### src/rtl/clk_tmr_pkg.sv
package clk_tmr_pkg;
  localparam int NIB = 4;
  localparam int CNT_W = 2 * NIB;

  typedef enum logic [2:0] {
    ADDR_CTRL = 3'd0,
    ADDR_DLO  = 3'd1,
    ADDR_DHI  = 3'd2,
    ADDR_MASK = 3'd3,
    ADDR_FLAG = 3'd4
  } reg_addr_e;

  // count bit that feeds each flag position (32, 8, 2, 1 Hz)
  function automatic int tap_bit(input int idx);
    case (idx)
      0: tap_bit = 2;
      1: tap_bit = 4;
      2: tap_bit = 6;
      default: tap_bit = 7;
    endcase
  endfunction
endpackage

### src/rtl/ct_prescaler.sv
module ct_prescaler #(
  parameter int DIV = 128
) (
  input  logic clk,
  input  logic rst_n,
  input  logic clr,
  output logic tick
);
  localparam int PW = (DIV > 2) ? $clog2(DIV) : 1;
  localparam logic [PW-1:0] LAST = PW'(DIV - 1);

  logic [PW-1:0] cnt_q;

  assign tick = (cnt_q == LAST);

  always_ff @(posedge clk or negedge rst_n) begin
    if (!rst_n)         cnt_q <= '0;
    else if (clr||tick) cnt_q <= '0;
    else                cnt_q <= cnt_q + 1'b1;
  end


  tick_spacing_chk: assert property (@(posedge clk) disable iff (!rst_n)
    tick |=> !tick);
endmodule

### src/rtl/ct_divider.sv
module ct_divider #(
  parameter int W = 8
) (
  input  logic         clk,
  input  logic         rst_n,
  input  logic         clr,
  input  logic         run,
  input  logic         tick,
  output logic         adv,
  output logic [W-1:0] cnt
);
  assign adv = tick && run && !clr;

  always_ff @(posedge clk or negedge rst_n) begin
    if (!rst_n)   cnt <= '0;
    else if (clr) cnt <= '0;
    else if (adv) cnt <= cnt + 1'b1;
  end


  stop_hold_chk: assert property (@(posedge clk) disable iff (!rst_n)
    (!run && !clr) |=> $stable(cnt));

  clear_zero_chk: assert property (@(posedge clk) disable iff (!rst_n)
    clr |=> (cnt == '0));
endmodule

### src/rtl/ct_read_latch.sv
module ct_read_latch #(
  parameter int W    = 4,
  parameter int HOLD = 32
) (
  input  logic         clk,
  input  logic         rst_n,
  input  logic         cap,
  input  logic         rel,
  input  logic [W-1:0] live_hi,
  output logic [W-1:0] hi_rd
);
  localparam int HW = (HOLD > 2) ? $clog2(HOLD) : 1;
  localparam logic [HW-1:0] HLAST = HW'(HOLD - 1);

  logic          held_q;
  logic [W-1:0]  copy_q;
  logic [HW-1:0] age_q;

  always_ff @(posedge clk or negedge rst_n) begin
    if (!rst_n) begin
      held_q <= 1'b0;
      copy_q <= '0;
      age_q  <= '0;
    end else if (cap) begin
      held_q <= 1'b1;
      copy_q <= live_hi;
      age_q  <= '0;
    end else if (held_q) begin
      if (rel || age_q == HLAST) held_q <= 1'b0;
      else                       age_q  <= age_q + 1'b1;
    end
  end

  assign hi_rd = held_q ? copy_q : live_hi;


  capture_chk: assert property (@(posedge clk) disable iff (!rst_n)
    cap |=> (held_q && hi_rd == $past(live_hi)));

  release_chk: assert property (@(posedge clk) disable iff (!rst_n)
    (rel && !cap && held_q) |=> !held_q);
endmodule

### src/rtl/ct_irq_unit.sv
module ct_irq_unit
  import clk_tmr_pkg::*;
(
  input  logic             clk,
  input  logic             rst_n,
  input  logic             adv,
  input  logic [CNT_W-1:0] cnt,
  input  logic             wr_mask,
  input  logic             wr_flag,
  input  logic [NIB-1:0]   wdata,
  output logic [NIB-1:0]   flags,
  output logic [NIB-1:0]   mask,
  output logic             irq
);
  logic [NIB-1:0] evt;
  logic [NIB-1:0] clr_bits;

  // a tap falls when the carry of this advance runs through it
  for (genvar i = 0; i < NIB; i++) begin : g_evt
    localparam int TB = tap_bit(i);
    assign evt[i] = adv && (&cnt[TB:0]);
  end

  assign clr_bits = wr_flag ? wdata : '0;

  always_ff @(posedge clk or negedge rst_n) begin
    if (!rst_n) begin
      flags <= '0;
      mask  <= '0;
    end else begin
      flags <= (flags & ~clr_bits) | evt;
      if (wr_mask) mask <= wdata;
    end
  end

  assign irq = |(flags & mask);


  flag_set_chk: assert property (@(posedge clk) disable iff (!rst_n)
    (evt != '0) |=> ((flags & $past(evt)) == $past(evt)));

  flag_clear_chk: assert property (@(posedge clk) disable iff (!rst_n)
    (clr_bits != '0) |=> ((flags & $past(clr_bits & ~evt)) == '0));
endmodule

### src/rtl/clk_tmr.sv
module clk_tmr
  import clk_tmr_pkg::*;
#(
  parameter int PRE_DIV  = 128,
  parameter int HOLD_CYC = 32
) (
  input  logic       clk,
  input  logic       rst_n,
  input  logic [2:0] reg_addr,
  input  logic       wr_en,
  input  logic [3:0] wr_data,
  input  logic       rd_en,
  output logic [3:0] rd_data,
  output logic       irq
);
  logic             run_q;
  logic             tick;
  logic             adv;
  logic             tmr_clr;
  logic [CNT_W-1:0] cnt;
  logic [NIB-1:0]   hi_rd;
  logic [NIB-1:0]   flags;
  logic [NIB-1:0]   mask;
  logic             wr_ctrl;

  assign wr_ctrl = wr_en && (reg_addr == ADDR_CTRL);
  assign tmr_clr = wr_ctrl && wr_data[1];

  always_ff @(posedge clk or negedge rst_n) begin
    if (!rst_n)       run_q <= 1'b0;
    else if (wr_ctrl) run_q <= wr_data[0];
  end

  ct_prescaler #(.DIV(PRE_DIV)) u_pre (
    .clk(clk), .rst_n(rst_n), .clr(tmr_clr), .tick(tick)
  );

  ct_divider #(.W(CNT_W)) u_div (
    .clk(clk), .rst_n(rst_n), .clr(tmr_clr), .run(run_q),
    .tick(tick), .adv(adv), .cnt(cnt)
  );

  ct_read_latch #(.W(NIB), .HOLD(HOLD_CYC)) u_latch (
    .clk(clk), .rst_n(rst_n),
    .cap(rd_en && reg_addr == ADDR_DLO),
    .rel(rd_en && reg_addr == ADDR_DHI),
    .live_hi(cnt[CNT_W-1:NIB]), .hi_rd(hi_rd)
  );

  ct_irq_unit u_irq (
    .clk(clk), .rst_n(rst_n), .adv(adv), .cnt(cnt),
    .wr_mask(wr_en && reg_addr == ADDR_MASK),
    .wr_flag(wr_en && reg_addr == ADDR_FLAG),
    .wdata(wr_data), .flags(flags), .mask(mask), .irq(irq)
  );

  always_comb begin
    case (reg_addr)
      ADDR_CTRL: rd_data = {3'b000, run_q};
      ADDR_DLO:  rd_data = cnt[NIB-1:0];
      ADDR_DHI:  rd_data = hi_rd;
      ADDR_MASK: rd_data = mask;
      ADDR_FLAG: rd_data = flags;
      default:   rd_data = '0;
    endcase
  end


  run_wr_chk: assert property (@(posedge clk) disable iff (!rst_n)
    wr_ctrl |=> (run_q == $past(wr_data[0])));

  irq_mask_chk: assert property (@(posedge clk) disable iff (!rst_n)
    (mask == '0) |-> !irq);
endmodule

### config.mk
export PLATFORM = sky130hd
export DESIGN_NAME = clk_tmr
export DESIGN_NICKNAME = d
export VERILOG_FILES = /design/src/rtl/clk_tmr_pkg.sv /design/src/rtl/ct_prescaler.sv /design/src/rtl/ct_divider.sv /design/src/rtl/ct_read_latch.sv /design/src/rtl/ct_irq_unit.sv /design/src/rtl/clk_tmr.sv
export SDC_FILE = /design/constraint.sdc
export NUM_CORES = 1
export LEC_CHECK = 0
export ABC_AREA = 1
export CAP_MARGIN = 5
export CORE_MARGIN = 1
export CORE_UTILIZATION = 45
export CTS_CLUSTER_SIZE = 10
export DETAILED_ROUTE_END_ITERATION = 16
export GPL_TIMING_DRIVEN = 0
export HOLD_SLACK_MARGIN = 0.03
export SYNTH_ARGS = -nofsm -noshare
export SYNTH_HDL_FRONTEND = slang
export SYNTH_SLANG_ARGS = --single-unit
### constraint.sdc
create_clock -name clk -period 1.8 [get_ports clk]
set_input_delay 0.36 -clock clk [delete_from_list [all_inputs] [get_ports clk]]
set_output_delay 0.36 -clock clk [all_outputs]
set_load 0.01 [all_outputs]
==> out/metrics.yaml <==
status: "finished clean"
gr-total-overflow: 0
setup_ws_ps: 71.1
syn_inst: 239
diodes: 0
port_buffers: 15
final_nets: 285
grt_max_degree: 35
syn_to_final_growth_pct: 18.4
synth_warnings: 0
initial_utilization: 0.467
synth_edf_count: 0
multi_input_area_um2: 933
place_inst: 304
drc: 0
peakVddDrop_v: 0.000552
rows: 23
post-dp-hpwl_um: 2890
post-route-min-period_ps: 1730
regArea_um2: 852
pre_cts_slack_ps: -790
ys_types: 23
routedWlPerCell_um: 12.3
grt_pass1_wl_um: 6630
synth_commonest_cells: "nand2_1 (82), dfrtp_1 (34), nand3_1 (24)"
finalSetupViolCount: 0
relSlewSlack: 0.490
clock_path_buffers: 2
dieArea_um2: 4410
ios: 16
required_ps: 1440
drive_above_1_share: 0.150
nFillCells: 405
yosysTopAreaCellShare: 0.456
synth_area_leaders: "dfrtp_1 (46%), nand2_1 (16%), nand3_1 (6.4%)"
die_h_um: 66.4
final_core_util: 0.552
rsz0062_at_grt: "false"
dpl_cell_area_um2: 2070
via_count: 1622
skew_ps: 4.17
antenna_found_initial: 0
path_cells: "nand2_1 -> nand4_1 -> clkdlybuf4s50_1"
netlist_area_um2: 1870
clk_pin_slew_worst_paths_ps: 70
cts_sinks: 34
final_antenna_net_count: 0
cpMaxStageDelayCell: "clkdlybuf4s50_1"
synthArstFlopShare: 1.00
place_congestion: 0.783
cts_buffers: 5
cts-root-buf: "clkbuf_8"
drv_slew: 0
initialDrtViolationCount: 136
start_kind: "flop"
power_density_nw_per_um2: 936
die_w_um: 66.4
synth_top_cell_by_area: "dfrtp_1"
drv_cap: 0
critPathMaxStageDelay_ps: 540
grt_usage: 0.203
cts_tree: "done"
tightest_slew_ps: 764
hp-class: "input port to async pin"
fin_area_um2: 2210
drtPass1Iterations: 4
synth_seq_cells: 34
synth.avg_cell_area_um2: 7.81
clk_latency_ps: 280
seq_area_frac_synth: 0.456
synth_flop_cell: "dfrtp_1"
path_max_fanout: 3
yosysMostFrequentCell: "nand2_1"
cts_hold_buffers: 0
total_power_mw: 2.07
synth_nets: 256
critPathArrivalTime_ps: 1370
via_per_inst: 5.12
fin_cells: 317
worst_hold_slack_ps: 146
max_freq_ghz: 0.578
setup_tns_ps: 0
cp-end-kind: "output pin"
postRouteWirelength_um: 3900
hold_viol: 0
p_leak_nw: 1.13
post-route-period-util: 0.961
critPathKind: "flop to output pin"
design.core.area_um2: 4000
h-tree-depth: 2
grt_pass1_vias: 1493
routing by layer:
metal / routed length [um] / track usage / vias to the layer above
li1: - / - / 843
met1: 1890 / 0.268 / 745
met5: 0 / 0 / -
met2: 1810 / 0.333 / 30
met4: 29 / 0.0479 / 0
met3: 168 / 0.0517 / 4
worst paths after layout:
kind / end / cells past startpoint / slack [ps] / start
worst min register to register: u_pre.cnt_q[0]$_DFF_PN0_ / 1 / 460 / u_pre.cnt_q[0]$_DFF_PN0_
worst max-delay path: irq / 3 / 70 / u_irq.mask[3]$_DFFE_PN0P_
min in group clk: u_pre.cnt_q[0]$_DFF_PN0_ / 1 / 460 / u_pre.cnt_q[0]$_DFF_PN0_
worst max register to register: u_latch.age_q[4]$_DFFE_PN0P_ / 8 / 190 / u_latch.age_q[0]$_DFFE_PN0P_
worst min-delay path: u_irq.mask[3]$_DFFE_PN0P_ / 1 / 150 / rst_n
max in group asynchronous: u_latch.held_q$_DFF_PN0_ / 1 / 1120 / rst_n
placed cells by master, fill, tap and decap left out, types with 2 or more instances in the layout:
cell,count
nand2_2,2
buf_2,4
clkbuf_2,3
nand2_1,81
nor2_1,18
inv_2,3
xnor2_1,2
nor2_2,2
nand4_1,11
a21oi_1,3
nand3_1,24
inv_1,20
nor3_1,3
nor2_4,3
ha_1,6
dfrtp_1,33
clkbuf_8,6
clkdlybuf4s50_1,7
o21ai_0,13
buf_4,7
o21ai_1,4
nor3_4,3
report_power, final:
| part | switching (mW) | total, mW | leakage (nW) | internal, mW |
|---|---|---|---|---|
| logic | 0.268 | 0.462 | 0.640 | 0.194 |
| registers | 0.133 | 1.05 | 0.443 | 0.917 |
| clock network | 0.261 | 0.556 | 0.0431 | 0.295 |
| total | 0.662 | 2.07 | 1.13 | 1.41 |
registers in the layout, indices dropped and copies added, names as in the netlist:
register / count
u_latch.copy_q: 4
u_irq.flags: 4
run_q: 1
u_pre.cnt_q: 7
u_latch.age_q: 5
u_irq.mask: 4
u_div.cnt: 8
u_latch.held_q: 1
repair_timing:
action | 4_1_cts | 5_1_grt
resized for setup | 21 | 13
endpoints found under the setup margin | 4 | 9
gates cloned | 0 | 0
endpoints found under the hold margin | 0 | 0
setup buffers | 5 | 2
pin swaps | 3 | 2
final cells by class:
type	instances	area share
multi-input combinational	180	0.422
sequential	34	0.386
timing repair buffer	22	0.0798
inverter	23	0.0391
clock buffer	6	0.0374
tap	50	0.0283
buffer	2	0.00736
critical path, delay by kind of cell, from the launching register on:
kind          cells  cell delay, ps
simple gates      2             150
flops             1             390
buf+inv           1             540
cell families after synthesis:
| group | share of synthesized area |
|---|---|
| buf+inv | 0.0550 |
| compound gates | 0.0563 |
| flops | 0.456 |
| fa+ha+maj | 0.0402 |
| xor+xnor | 0.0141 |
| simple gates | 0.379 |
Power figures use the tool's default switching activity.
